[src/rtl/abd_pkg.sv]
package abd_pkg;
  localparam int FRAC_W        = 16;
  localparam int BP_W          = 32;
  localparam int SIG_FALL_BITS = 7;
  localparam int SIG_HIGH_BITS = 5;
  localparam int TOL_NUM       = 36;
  localparam int TOL_DEN       = 35;
  localparam int PAD_FALLS     = 2;
  localparam int TRIM_PERIODS  = 4;
  localparam int TRIM_BITS     = 2 * TRIM_PERIODS;

  typedef logic [BP_W-1:0] bit_per_t;
  typedef enum logic [1:0] {PH_COARSE, PH_PAD, PH_TRIM} phase_e;
endpackage

[src/rtl/abd_line_sync.sv]
module abd_line_sync #(
  parameter int STAGES = 2
) (
  input  logic clk_i,
  input  logic rst_ni,
  input  logic rx_i,
  output logic line_o,
  output logic fall_o
);
  logic [STAGES:0] sh_q;

  always_ff @(posedge clk_i or negedge rst_ni) begin
    if (!rst_ni) sh_q <= '1;
    else         sh_q <= {sh_q[STAGES-1:0], rx_i};
  end

  assign line_o = sh_q[STAGES-1];
  assign fall_o = sh_q[STAGES] & ~sh_q[STAGES-1];
endmodule

[src/rtl/abd_coarse_meas.sv]
module abd_coarse_meas
  import abd_pkg::*;
#(
  parameter int CNT_W      = 16,
  parameter int COARSE_MAX = 60000
) (
  input  logic             clk_i,
  input  logic             rst_ni,
  input  logic             line_i,
  input  logic             fall_i,
  output logic [CNT_W-1:0] f_meas_o,
  output logic             accept_o
);
  localparam logic [CNT_W-1:0] LIM = CNT_W'(COARSE_MAX);
  localparam logic [CNT_W-1:0] SAT = CNT_W'(COARSE_MAX + 1);

  logic [CNT_W-1:0] ff_cnt_q, hi_cnt_q;
  logic [31:0]      f32, h32, h_scaled, f_lim_h, f_scaled, h_lim_f;

  always_ff @(posedge clk_i or negedge rst_ni) begin
    if (!rst_ni) begin
      ff_cnt_q <= SAT;
      hi_cnt_q <= SAT;
    end else if (fall_i) begin
      ff_cnt_q <= CNT_W'(1);
      hi_cnt_q <= '0;
    end else begin
      if (ff_cnt_q < SAT)           ff_cnt_q <= ff_cnt_q + 1'b1;
      if (line_i && hi_cnt_q < SAT) hi_cnt_q <= hi_cnt_q + 1'b1;
    end
  end

  // cross-multiplied ratio window, no divider needed
  assign f32      = 32'(ff_cnt_q);
  assign h32      = 32'(hi_cnt_q);
  assign h_scaled = h32 * 32'(SIG_FALL_BITS * TOL_DEN);
  assign f_lim_h  = f32 * 32'(SIG_HIGH_BITS * TOL_NUM);
  assign f_scaled = f32 * 32'(SIG_HIGH_BITS * TOL_DEN);
  assign h_lim_f  = h32 * 32'(SIG_FALL_BITS * TOL_NUM);

  assign f_meas_o = ff_cnt_q;
  assign accept_o = fall_i && (ff_cnt_q <= LIM) && (hi_cnt_q <= LIM) &&
                    (hi_cnt_q != '0) && (h_scaled <= f_lim_h) &&
                    (f_scaled <= h_lim_f);
endmodule

[src/rtl/abd_trim_meas.sv]
module abd_trim_meas #(
  parameter int TCW     = 19,
  parameter int PERIODS = 4
) (
  input  logic           clk_i,
  input  logic           rst_ni,
  input  logic           arm_i,
  input  logic           fall_i,
  output logic           cap_v_o,
  output logic [TCW-1:0] cap_o,
  output logic           cap_sat_o
);
  localparam int NFW = $clog2(PERIODS + 1);

  typedef enum logic [1:0] {T_IDLE, T_ARMED, T_RUN} tstate_e;

  tstate_e        st_q;
  logic [TCW-1:0] cnt_q;
  logic [NFW-1:0] nfall_q;
  logic           last_fall;

  assign last_fall = (nfall_q == NFW'(PERIODS - 1));

  always_ff @(posedge clk_i or negedge rst_ni) begin
    if (!rst_ni) begin
      st_q    <= T_IDLE;
      cnt_q   <= '0;
      nfall_q <= '0;
    end else if (arm_i) begin
      st_q <= T_ARMED;
    end else begin
      case (st_q)
        T_ARMED: if (fall_i) begin
          st_q    <= T_RUN;
          cnt_q   <= TCW'(1);
          nfall_q <= '0;
        end
        T_RUN: begin
          if (!(&cnt_q)) cnt_q <= cnt_q + 1'b1;
          if (fall_i) begin
            if (last_fall) st_q <= T_IDLE;
            else           nfall_q <= nfall_q + 1'b1;
          end
        end
        default: ;
      endcase
    end
  end

  assign cap_v_o   = (st_q == T_RUN) && fall_i && last_fall && !arm_i;
  assign cap_o     = cnt_q;
  assign cap_sat_o = &cnt_q;

  // one capture per arming
  a_r6_single_capture: assert property (@(posedge clk_i) disable iff (!rst_ni)
    cap_v_o |=> !cap_v_o);
endmodule

[src/rtl/abd_ctrl.sv]
module abd_ctrl
  import abd_pkg::*;
#(
  parameter int CNT_W    = 16,
  parameter int TCW      = 19,
  parameter int TRIM_MIN = 30
) (
  input  logic             clk_i,
  input  logic             rst_ni,
  input  logic             relock_i,
  input  logic             byte_stb_i,
  input  logic             fall_i,
  input  logic             accept_i,
  input  logic [CNT_W-1:0] f_meas_i,
  input  logic             cap_v_i,
  input  logic [TCW-1:0]   cap_i,
  input  logic             cap_sat_i,
  output logic             arm_o,
  output bit_per_t         bit_per_o,
  output logic             locked_o,
  output logic             rx_en_o
);
  localparam int NCW = CNT_W + FRAC_W;
  localparam int NTW = TCW + FRAC_W;

  phase_e      phase_q;
  logic        pad_cnt_q;
  bit_per_t    bit_per_q, coarse_per, trim_per;
  logic        locked_q, rx_en_q, pad_last, trim_ok;
  logic [NCW-1:0] num_c;
  logic [NTW-1:0] num_t;

  assign num_c      = {f_meas_i, {FRAC_W{1'b0}}};
  assign num_t      = {cap_i, {FRAC_W{1'b0}}};
  assign coarse_per = BP_W'(num_c / NCW'(SIG_FALL_BITS));
  assign trim_per   = BP_W'(num_t / NTW'(TRIM_BITS));
  assign pad_last   = (pad_cnt_q == 1'(PAD_FALLS - 1));
  assign trim_ok    = cap_v_i && !cap_sat_i && (cap_i >= TCW'(TRIM_MIN));

  assign arm_o = !relock_i &&
                 ((phase_q == PH_PAD && fall_i && pad_last) ||
                  (phase_q == PH_TRIM && byte_stb_i));

  always_ff @(posedge clk_i or negedge rst_ni) begin
    if (!rst_ni) begin
      phase_q   <= PH_COARSE;
      pad_cnt_q <= 1'b0;
      bit_per_q <= '0;
      locked_q  <= 1'b0;
      rx_en_q   <= 1'b0;
    end else if (relock_i) begin
      phase_q   <= PH_COARSE;
      pad_cnt_q <= 1'b0;
      locked_q  <= 1'b0;
      rx_en_q   <= 1'b0;
    end else begin
      case (phase_q)
        PH_COARSE: if (accept_i) begin
          bit_per_q <= coarse_per;
          locked_q  <= 1'b1;
          pad_cnt_q <= 1'b0;
          phase_q   <= PH_PAD;
        end
        PH_PAD: if (fall_i) begin
          if (pad_last) begin
            rx_en_q <= 1'b1;
            phase_q <= PH_TRIM;
          end else begin
            pad_cnt_q <= 1'b1;
          end
        end
        PH_TRIM: if (trim_ok) bit_per_q <= trim_per;
        default: phase_q <= PH_COARSE;
      endcase
    end
  end

  assign bit_per_o = bit_per_q;
  assign locked_o  = locked_q;
  assign rx_en_o   = rx_en_q;

  // period only moves in the cycle after a detected falling edge
  a_r10_update_on_edge: assert property (@(posedge clk_i) disable iff (!rst_ni)
    !$stable(bit_per_q) |-> $past(fall_i));
  // lock only follows an accepted candidate
  a_r4_lock_from_accept: assert property (@(posedge clk_i) disable iff (!rst_ni)
    $rose(locked_q) |-> $past(accept_i));
  // receiver enable implies lock, and rises on a pad edge
  a_r5_en_needs_lock: assert property (@(posedge clk_i) disable iff (!rst_ni)
    rx_en_q |-> locked_q);
  a_r5_en_on_pad_edge: assert property (@(posedge clk_i) disable iff (!rst_ni)
    $rose(rx_en_q) |-> $past(fall_i && phase_q == PH_PAD));
  // short captures leave the period alone
  a_r8_short_dropped: assert property (@(posedge clk_i) disable iff (!rst_ni)
    (phase_q == PH_TRIM && cap_v_i && cap_i < TCW'(TRIM_MIN) && !relock_i)
      |=> $stable(bit_per_q));
  // relock clears lock and enable
  a_r9_relock_clears: assert property (@(posedge clk_i) disable iff (!rst_ni)
    relock_i |=> (!locked_q && !rx_en_q));
endmodule

[src/rtl/autobaud_trim.sv]
module autobaud_trim
  import abd_pkg::*;
#(
  parameter int CNT_W       = 16,
  parameter int COARSE_MAX  = 60000,
  parameter int TRIM_MIN    = 30,
  parameter int SYNC_STAGES = 2
) (
  input  logic        clk_i,
  input  logic        rst_ni,
  input  logic        rx_i,
  input  logic        byte_stb_i,
  input  logic        relock_i,
  output logic [31:0] bit_per_o,
  output logic        locked_o,
  output logic        rx_en_o
);
  localparam int TCW = CNT_W + $clog2(TRIM_BITS);

  logic             line, fall, accept, arm, cap_v, cap_sat;
  logic [CNT_W-1:0] f_meas;
  logic [TCW-1:0]   cap;

  abd_line_sync #(.STAGES(SYNC_STAGES)) u_sync (
    .clk_i(clk_i), .rst_ni(rst_ni), .rx_i(rx_i),
    .line_o(line), .fall_o(fall)
  );

  abd_coarse_meas #(.CNT_W(CNT_W), .COARSE_MAX(COARSE_MAX)) u_coarse (
    .clk_i(clk_i), .rst_ni(rst_ni), .line_i(line), .fall_i(fall),
    .f_meas_o(f_meas), .accept_o(accept)
  );

  abd_trim_meas #(.TCW(TCW), .PERIODS(TRIM_PERIODS)) u_trim (
    .clk_i(clk_i), .rst_ni(rst_ni), .arm_i(arm), .fall_i(fall),
    .cap_v_o(cap_v), .cap_o(cap), .cap_sat_o(cap_sat)
  );

  abd_ctrl #(.CNT_W(CNT_W), .TCW(TCW), .TRIM_MIN(TRIM_MIN)) u_ctrl (
    .clk_i(clk_i), .rst_ni(rst_ni), .relock_i(relock_i),
    .byte_stb_i(byte_stb_i), .fall_i(fall), .accept_i(accept),
    .f_meas_i(f_meas), .cap_v_i(cap_v), .cap_i(cap), .cap_sat_i(cap_sat),
    .arm_o(arm), .bit_per_o(bit_per_o), .locked_o(locked_o),
    .rx_en_o(rx_en_o)
  );
endmodule

[config.mk]
export PLATFORM = sky130hd
export DESIGN_NAME = autobaud_trim
export DESIGN_NICKNAME = d
export VERILOG_FILES = /design/src/rtl/abd_pkg.sv /design/src/rtl/abd_line_sync.sv /design/src/rtl/abd_coarse_meas.sv /design/src/rtl/abd_trim_meas.sv /design/src/rtl/abd_ctrl.sv /design/src/rtl/autobaud_trim.sv
export SDC_FILE = /design/constraint.sdc
export NUM_CORES = 1
export LEC_CHECK = 0
export CORE_MARGIN = 3
export CORE_UTILIZATION = 34
export DETAILED_ROUTE_END_ITERATION = 8
export GPL_ROUTABILITY_DRIVEN = 0
export PLACE_DENSITY = 0.55
export SLEW_MARGIN = 20
export SYNTH_ARGS = -nofsm -noshare
export SYNTH_HDL_FRONTEND = slang
export SYNTH_SLANG_ARGS = --single-unit
[constraint.sdc]
create_clock -name clk_i -period 27.3 [get_ports clk_i]
set_clock_uncertainty 0.05 [all_clocks]
set_input_delay 2.73 -clock clk_i [delete_from_list [all_inputs] [get_ports clk_i]]
set_output_delay 2.73 -clock clk_i [all_outputs]
set_load 0.01 [all_outputs]
# ---- Word-level counts from Yosys, hierarchy flattened
# Index checks and enable logic that the tools add are counted.
dict set report word_totals {
  ff_bits 96
  out_inout_bits 34
  inputBits 5
}
dict set report op_classes {
  div 1
  addsub 4
  n_bitwise 4
  reduce_logical 41
  n_lt_le_gt_ge 7
  multipliers 4
  eq_ne 18
  mux 35
}
# cell n
set ops {}
lappend ops {{less-or-equal comparator 32 bit} 2}
lappend ops {{2-to-1 mux 16 bit} 4}
lappend ops {{2-to-1 mux 32 bit} 2}
lappend ops {{case mux 32 bit (2 select lines)} 1}
lappend ops {{multiplier 16 x 8 -> 24 bit, second input constant} 2}
lappend ops {{multiplier 16 x 6 -> 22 bit, second input constant} 2}
lappend ops {{2-to-1 mux 19 bit} 2}
lappend ops {{case mux 19 bit (2 select lines)} 1}
lappend ops {{adder 16 x 1 -> 16 bit, second input constant} 2}
lappend ops {{divider 32 x 3 -> 32 bit, second input constant} 1}
lappend ops {{less-or-equal comparator 16 bit, second input constant} 2}
lappend ops {{less-than comparator 16 bit, second input constant} 2}
lappend ops {{adder 19 x 1 -> 19 bit, second input constant} 1}
lappend ops {{>= comparator 19 x 5 -> 1 bit, second input constant} 1}
lappend ops {{AND reduction 19 bit} 1}
lappend ops {{nonzero test 2 bit} 9}
lappend ops {{2-to-1 mux 2 bit} 8}
lappend ops {{AND reduction 4 bit} 4}
lappend ops {{nonzero test 16 bit} 1}
lappend ops {{logical AND 1 bit} 15}
lappend ops {{inequality test 2 bit, second input constant} 6}
lappend ops {{2-to-1 mux 1 bit} 10}
lappend ops {{2-to-1 mux 3 bit} 3}
lappend ops {{inequality test 3 x 2 -> 1 bit, second input constant} 3}
lappend ops {{20 further kinds} 29}

# ---- Longest topological paths before layout
# Gate-level depths: netlist (run 1).
dict set report logic_depth {
  word_depth 12
  depth_mapped 101
  depth_no_buf 89
}

# ---- Modules after synthesis
# From an unflattened synthesis (run 1), not the netlist that was laid out.
dict set report unflattened {
  cells_unflattened 2309
  area_unflattened_um2 19378.6
}
# mod area_each_um2 instances cells_per_inst
set modules_own_cells {}
lappend modules_own_cells {abd_coarse_meas 12176.7 1 1373}
lappend modules_own_cells {abd_ctrl 5676.7 1 780}
lappend modules_own_cells {abd_trim_meas 1432.6 1 152}
lappend modules_own_cells {abd_line_sync 92.6 1 4}

# ---- Least setup slack after synthesis (run 1)
# Ideal clock, no wire load.
dict set report synth_path {
  path_type {register -> register}
  start {reg u_coarse.ff_cnt_q[1], in the netlist u_coarse.f_meas_o[1]}
  end {reg u_ctrl.bit_per_q[0], in the netlist u_ctrl.bit_per_o[0]}
  required_ps 27164
  stages_incl_launch_ff 95
  slack_ps 7759
  arrival_ps 19406
  path_buffers 9
  period_less_slack_ps 19541
  cell_sequence {dfrtp_1 -> clkbuf_1 -> inv_1 -> ha_1 -> nor2b_2 -> o211ai_1 -> a31oi_1 -> o21ai_1 -> xnor2_1 -> nand2b_1 -> a32o_1 -> a211o_1 -> o21ai_1 -> o211ai_1 -> or3_1 -> buf_4 -> mux2i_4 -> nor3_2 -> [59 not listed] -> clkbuf_1 -> nor2b_1 -> o21ai_1 -> o2111a_2 -> o21ai_0 -> ha_1 -> clkbuf_1 -> a21boi_0 -> a32o_1 -> a211o_1 -> or3_4 -> nand2_1 -> ha_1 -> nor2b_1 -> and4b_1 -> a211oi_2 -> nand2_1 -> a32oi_1}
}
dict set report synth_between {
  elab_chain_cells 8
  word_cells_on_any_way 15
  classes_between {2 x mul; 1 x div; 3 x order compare; 1 x eq/ne; 2 x mux; 6 x reduce/logical}
}
# item line_no
set synth_rtl {}
lappend synth_rtl {{start, declared} abd_coarse_meas.sv:17} ;# logic [CNT_W-1:0] ff_cnt_q, hi_cnt_q;
lappend synth_rtl {{start signal, assigned} abd_coarse_meas.sv:28} ;# if (ff_cnt_q < SAT) ff_cnt_q <= ff_cnt_q + 1'b1;
lappend synth_rtl {{branches (longest 8 deep; another with divider 32 x 3 -> 32 bit)} --}
lappend synth_rtl {{end signal, assigned} abd_ctrl.sv:59} ;# bit_per_q <= coarse_per;
lappend synth_rtl {{end signal, assigned} abd_ctrl.sv:72} ;# PH_TRIM: if (trim_ok) bit_per_q <= trim_per;
lappend synth_rtl {{end, declared} abd_ctrl.sv:28} ;# bit_per_t bit_per_q, coarse_per, trim_per;
# Several ways; the timed one is not identified. The select of a mux whose other input is x is not followed.
# A chain may end at the register's enable or synchronous reset.

# ---- Final worst setup path (run 1)
dict set report layout_path {
  start {reg u_coarse.ff_cnt_q[7], in the netlist u_coarse.f_meas_o[7]}
  end {reg u_ctrl.bit_per_q[0], in the netlist u_ctrl.bit_per_o[0]}
}
# The elaborated chain is that of the path after synthesis.

==> flow_summary.toml, run 1 <==
[synth]
postSynth.topFlopCell = "dfrtp_1"
synth_seq_cells = 96
ys_seq_area_share_pct = 10.75
post_synth.cell_area_avg_um2 = 8.172
ys_top_cells_by_area = "ha_1 (16%), fa_1 (14%), dfrtp_1 (8.5%), xnor2_1 (5.2%), inv_1 (4.9%)"
yosys.cell_count.top_type = "ha_1"
syn_area_um2 = 22560
post_synth_inst_count = 2761
synth_largest_area_cell = "ha_1"
yosysTopAreaCellShare_pct = 16.47
synth-edff-count = 0
mappedNetlistNets = 3223
synthArstFlopShare_pct = 100.0
synth.distinct_cells = 127
synthesis.yosys.warnings = 0
ys_top_cells_by_count = "ha_1 (297), inv_1 (294), nand2_1 (214)"

[clock_network]
hold_buffers = 0
cts_htree_levels = 3
ctsResizeCount = 0
clk_latency_ns = 0.38
tritoncts_num_sinks = 96
ctsLongestPathBuffers = 2
cts_tree = "done"
clock_transition_time_at_the_flip_flop_clock_pins_of_the_worst_setup_and_hold_paths_ns = 0.08
master_cell_of_the_clock_root_buffer = "clkbuf_16"
post_cts.repair.setup_buffers = 0
numCtsBuffers = 9

[placement]
sum_of_net_half_perimeters_after_detailed_placement_mm = 53.54
port_buffers = 38
place_area_um2 = 23800

[final_layout]
number_of_antenna_diodes = 0
layout.nets = 3213
drive_above_1_share_pct = 6.205
postLayoutCellArea_um2 = 24090
final_core_utilization_pct = 37.03
area_growth_syn_to_layout_pct = 6.754

[global_routing]
gr-total-overflow = 0
first_global_vias = 20440
gr-usage-all-layers_pct = 18.55
grt_start_max_net_pins = 52
antenna_violations_before_repair = 0
grt_first_pass_wirelength_mm = 107.7

[timing]
fmaxAchievable_ghz = 0.04100
grt_setup_unrepaired = "false"
final_hold_viol_count = 0
tightest_slew_ns = 1.034
finalSetupTns_ns = 0
setup_viol = 0
slew_headroom_pct = 29.31
slew_viol_final = 0
post-route-period-util_pct = 89.35
finalWorstPathRequiredPeriod_ns = 24.39

[drt]
routed_wl_mm = 65.43
firstDrtPassIters = 6
drc_errors = 0
detail_route.wl_per_cell_um = 18.12
initialDrtViolationCount = 1458
vias = 20470
postRouteAntennaNets = 0
via_density_per_instance = 5.669

[critical_path]
worst-setup-path-type = "reg2reg"
critPathMaxStageDelay_ns = 0.79
setup.worst_path.start_class = "register"
timing.critical_path.max_delay_family = "simple AND/OR/NAND/NOR gates"
path_buf_inv = 4
timing.critical_path.to_type = "register"
crit_path_max_fo = 17
timing.critical_path.slowest_stage_cell = "nor3_2"
crit_path_frequent_cell = "nand2_1"
worst_ep_arrival_time_ns = 24.64
cp_data_required_time_ns = 27.54

[run]
max_cap_viol_count = 0

[die]
die_h_um = 263.6
placeableCoreArea_um2 = 65050
die-area_um2 = 69490
initial_core_util_pct = 34.69
top_level_ports = 39
placementRows = 93
fp.dieW_um = 263.6

[run_status]
outcome = "completed"

[min_path]
hold_crit_path_type = "reg2reg"
cell usage in the layout (no fill, tap or decap), types with 41 or more instances in the layout:
master / count
a21oi_1: 183
o21bai_1: 51
fa_1: 160
nand2_1: 214
nor3_1: 61
nor2_1: 177
o21ai_0: 150
ha_1: 297
xnor2_1: 134
inv_1: 294
o211ai_1: 44
nand3_1: 73
nand4_1: 41
dfrtp_1: 77
nand2b_1: 41
layer usage:
layer / up-vias / wire length [um] / track usage [%]
met3: 89 / 2333 / 1.393
met1: 9916 / 30560 / 25.30
met5: - / 0 / 0
li1: 9937 / - / -
met4: 0 / 1804 / 5.633
met2: 528 / 30740 / 31.29
cells by family (layout without fill, tap and decap cells):
logic type	after synthesis	in the layout	share of synthesized area [%]
buf+inv	372	367	6.366
fa+ha+maj	460	460	30.80
xor+xnor	173	173	6.815
mux	40	40	1.963
simple gates	818	818	18.39
compound gates	802	802	24.92
flops	96	96	10.75
area by class of cell:
type / count / area, um2
multi-input combinational: 2293 / 18710
clock buffer: 9 / 225.2
fill: 6707 / 40960
inverter: 303 / 1137
clock inverter: 7 / 63.81
sequential: 96 / 2426
tap: 855 / 1070
timing repair buffer: 48 / 452.9
metrics by stage:
step	setup WS, ns	hold WS [ns]	cells
after detailed placement	3.432	0.3012	3595
after CTS	3.292	0.3125	3611
after floorplan	7.759	0.2952	2761
after global placement	4.436	0.2989	3595
after global routing	0.8461	0.3163	3611
final	2.908	0.3113	3611
worst paths after layout:
kind	startpoint	to	slack [ns]	cells after the start
setup / recovery	u_coarse.f_meas_o[7]	u_ctrl.bit_per_o[0]	2.91	83
hold / removal	u_sync.sh_q[0]	u_sync.sh_q[1]	0.31	0
hold reg to reg	u_sync.sh_q[0]	u_sync.sh_q[1]	0.31	0
max in group asynchronous	rst_ni	u_trim.cap_o[9]	23.68	2
min in group asynchronous	rst_ni	u_coarse.f_meas_o[10]	2.35	1
setup reg to reg	u_coarse.f_meas_o[7]	u_ctrl.bit_per_o[0]	2.91	83
flip-flops by register name (all words and copies together), names as in the netlist:
signal / flops
u_ctrl.bit_per_o: 32
u_trim.cap_o: 19
u_coarse.f_meas_o: 16
u_coarse.hi_cnt_q: 16
u_sync.sh_q: 3
u_trim.nfall_q: 3
u_ctrl.phase_q: 2
u_trim.st_q: 2
u_ctrl.locked_o: 1
u_ctrl.pad_cnt_q: 1
u_ctrl.rx_en_o: 1
worst reg2reg max path, delay by kind of cell (launching register included):
kind / cells / cell delay [ns]
XOR/XNOR: 2 / 0.89
buffers and inverters: 4 / 0.64
adder cells (fa/ha/maj): 9 / 2.73
AND/OR/NAND/NOR: 37 / 9.54
flip-flops: 1 / 0.70
multiplexers: 4 / 1.60
AO/OA/AOI/OAI: 27 / 8.14
Power of run 1 is left out: the tool's default activity adds up to more than one toggle a clock period on the data nets, which glitch-free logic cannot reach.
==> run 2: changes to the inputs <==
==> constraint.sdc (replaced) <==
create_clock -name clk_i -period 27.3 [get_ports clk_i]
set_clock_uncertainty 0.05 [all_clocks]
set_input_delay 8.19 -clock clk_i [delete_from_list [all_inputs] [get_ports clk_i]]
set_output_delay 8.19 -clock clk_i [all_outputs]
set_load 0.01 [all_outputs]
==> results of run 2 <==
Same layout as run 1 (identical final DEF). Status: completed.
Power of run 2 is left out for the same reason.
==> run 3: changes to the inputs <==
--- a/config.mk
+++ b/config.mk
@@ -5,10 +5,12 @@
 export SDC_FILE = /design/constraint.sdc
 export NUM_CORES = 1
 export LEC_CHECK = 0
-export CORE_MARGIN = 3
+export CORE_MARGIN = 10
 export CORE_UTILIZATION = 34
 export DETAILED_ROUTE_END_ITERATION = 8
 export GPL_ROUTABILITY_DRIVEN = 0
+export GPL_TIMING_DRIVEN = 1
+export HOLD_SLACK_MARGIN = 0.02
 export PLACE_DENSITY = 0.55
 export SLEW_MARGIN = 20
 export SYNTH_ARGS = -nofsm -noshare
==> flow_summary.toml, run 3 (synthesis results as in run 1) <==
[clock_network]
ctsResizeCount = 0
cts_tree = "done"
clock_transition_time_at_the_flip_flop_clock_pins_of_the_worst_setup_and_hold_paths_ns = 0.08
ctsLongestPathBuffers = 2
cts_htree_levels = 3
master_cell_of_the_clock_root_buffer = "clkbuf_16"
post_cts.repair.setup_buffers = 0
hold_buffers = 0
numCtsBuffers = 9
clk_latency_ns = 0.39
tritoncts_num_sinks = 96

[final_layout]
layout.nets = 3212
layout.area.seq_um2 = 2426
largest_register_ff_count = 32
multi_input_combinational_cell_area_um2 = 18710
fill_cells = 6700
drive_above_1_share_pct = 6.134
mostFrequentLayoutCell = "ha_1"
number_of_antenna_diodes = 0
area_growth_syn_to_layout_pct = 6.826
leading_cell_types_in_the_layout_fill_and_taps_excluded = "ha_1 (297), inv_1 (294), nand2_1 (214)"

[global_routing]
grt_start_max_net_pins = 52
grt_first_pass_wirelength_mm = 108.4
gr-usage-all-layers_pct = 16.63
gr-total-overflow = 0
antenna_violations_before_repair = 1
first_global_vias = 20279

[drt]
detail_route.wl_per_cell_um = 18.24
routed_wl_mm = 66.01
via_density_per_instance = 5.670
vias = 20518
detail_route.wirelength.met1_mm = 31.14
maxUsedRoutingLayer = "met5"
drc_errors = 0
routed-wl-met3_mm = 2.488
dr_wl_met2_mm = 30.91
postRouteAntennaNets = 0
firstDrtPassIters = 6
initialDrtViolationCount = 1687

[critical_path]
r2r_cells = 83
worstReg2RegStart = "u_coarse.f_meas_o[10]"
worst-setup-path-type = "reg2reg"
crit_path_max_fo = 17
r2r_setup_slk_ns = 2.78
timing.critical_path.to_type = "register"
worst_ep_arrival_time_ns = 24.76
cp_data_required_time_ns = 27.54
timing.critical_path.max_delay_family = "compound AO/OA/AOI/OAI gates"
timing.rr.end = "u_ctrl.bit_per_o[0]"
crit_path_frequent_cell = "nand2_1"
critPathMaxStageDelay_ns = 0.78
setup.worst_path.start_class = "register"
path_buf_inv = 4
timing.critical_path.slowest_stage_cell = "nor3_2"

[timing]
tightest_slew_ns = 1.050
slew_viol_final = 0
fmaxAchievable_ghz = 0.04079
finalSetupTns_ns = 0
setup_viol = 0
slew_headroom_pct = 28.17
grt_setup_unrepaired = "false"
post-route-period-util_pct = 89.80
final_hold_viol_count = 0
finalWorstPathRequiredPeriod_ns = 24.52

[die]
top_level_ports = 39
fp.dieW_um = 277.6
die-area_um2 = 77070
initial_core_util_pct = 34.32
placeableCoreArea_um2 = 65750
placementRows = 94
die_h_um = 277.6

[min_path]
hold_path_endpoint = "u_sync.sh_q[1]"
worst_hold_startpoint = "u_sync.sh_q[0]"
min_delay_path_depth = 0
hold_crit_path_type = "reg2reg"

[run]
max_cap_viol_count = 0

[placement]
port_buffers = 38
sum_of_net_half_perimeters_after_detailed_placement_mm = 53.37

[run_status]
outcome = "completed"
==> run 3: cell types whose count changed in the layout (fill, tap and decap cells not counted) <==
cell	previous run	this run
inv_8	0	2
buf_4	11	10
clkinv_2	1	0
clkinv_4	2	1
clkinvlp_4	1	0
inv_12	0	1
nor3b_1	7	8
nor3b_2	1	0
==> run 3: worst max-delay path by stage <==
| stage | slack (ns) | cells after the start | from | end |
|---|---|---|---|---|
| 6_report | 2.78 | 83 | u_coarse.f_meas_o[10] | u_ctrl.bit_per_o[0] |
| 5_1_grt | 0.94 | 84 | u_coarse.f_meas_o[2] | u_ctrl.bit_per_o[0] |
| 4_1_cts | 3.23 | 83 | u_coarse.f_meas_o[10] | u_ctrl.bit_per_o[0] |
| 3_5_place_dp | 3.34 | 83 | u_coarse.f_meas_o[10] | u_ctrl.bit_per_o[0] |
| 3_3_place_gp | 4.49 | 86 | u_coarse.f_meas_o[10] | u_ctrl.bit_per_o[0] |
| 2_1_floorplan | 7.76 | 94 | u_coarse.f_meas_o[1] | u_ctrl.bit_per_o[0] |
==> run 3: area by class of cell <==
type	instances	area share (%)
clock buffer	9	0.9343
multi-input combinational	2293	77.61
timing repair buffer	47	1.848
sequential	96	10.06
clock inverter	7	0.3374
tap	864	4.485
inverter	303	4.718
==> run 3: through the flow <==
step / worst slack [ns] / area [um2] / utilization [%] / hold slack (ns) / instances
floorplan: 7.759 / 22560 / - / 0.2952 / 2761
global placement: 4.491 / 23800 / 36.19 / 0.2992 / 3603
detailed placement: 3.336 / 23800 / 36.19 / 0.2999 / 3603
CTS: 3.226 / 24100 / 36.66 / 0.3120 / 3619
global route: 0.9383 / 24100 / 36.66 / 0.3167 / 3619
finish: 2.785 / 24100 / 36.66 / 0.3096 / 3619
==> run 3: layer usage <==
metal / vias up / GRT usage [%]
met4: 2 / 4.519
met5: - / 0
met1: 9952 / 22.65
met2: 552 / 27.73
met3: 77 / 1.390
li1: 9935 / -
Power of run 3 is left out for the same reason.
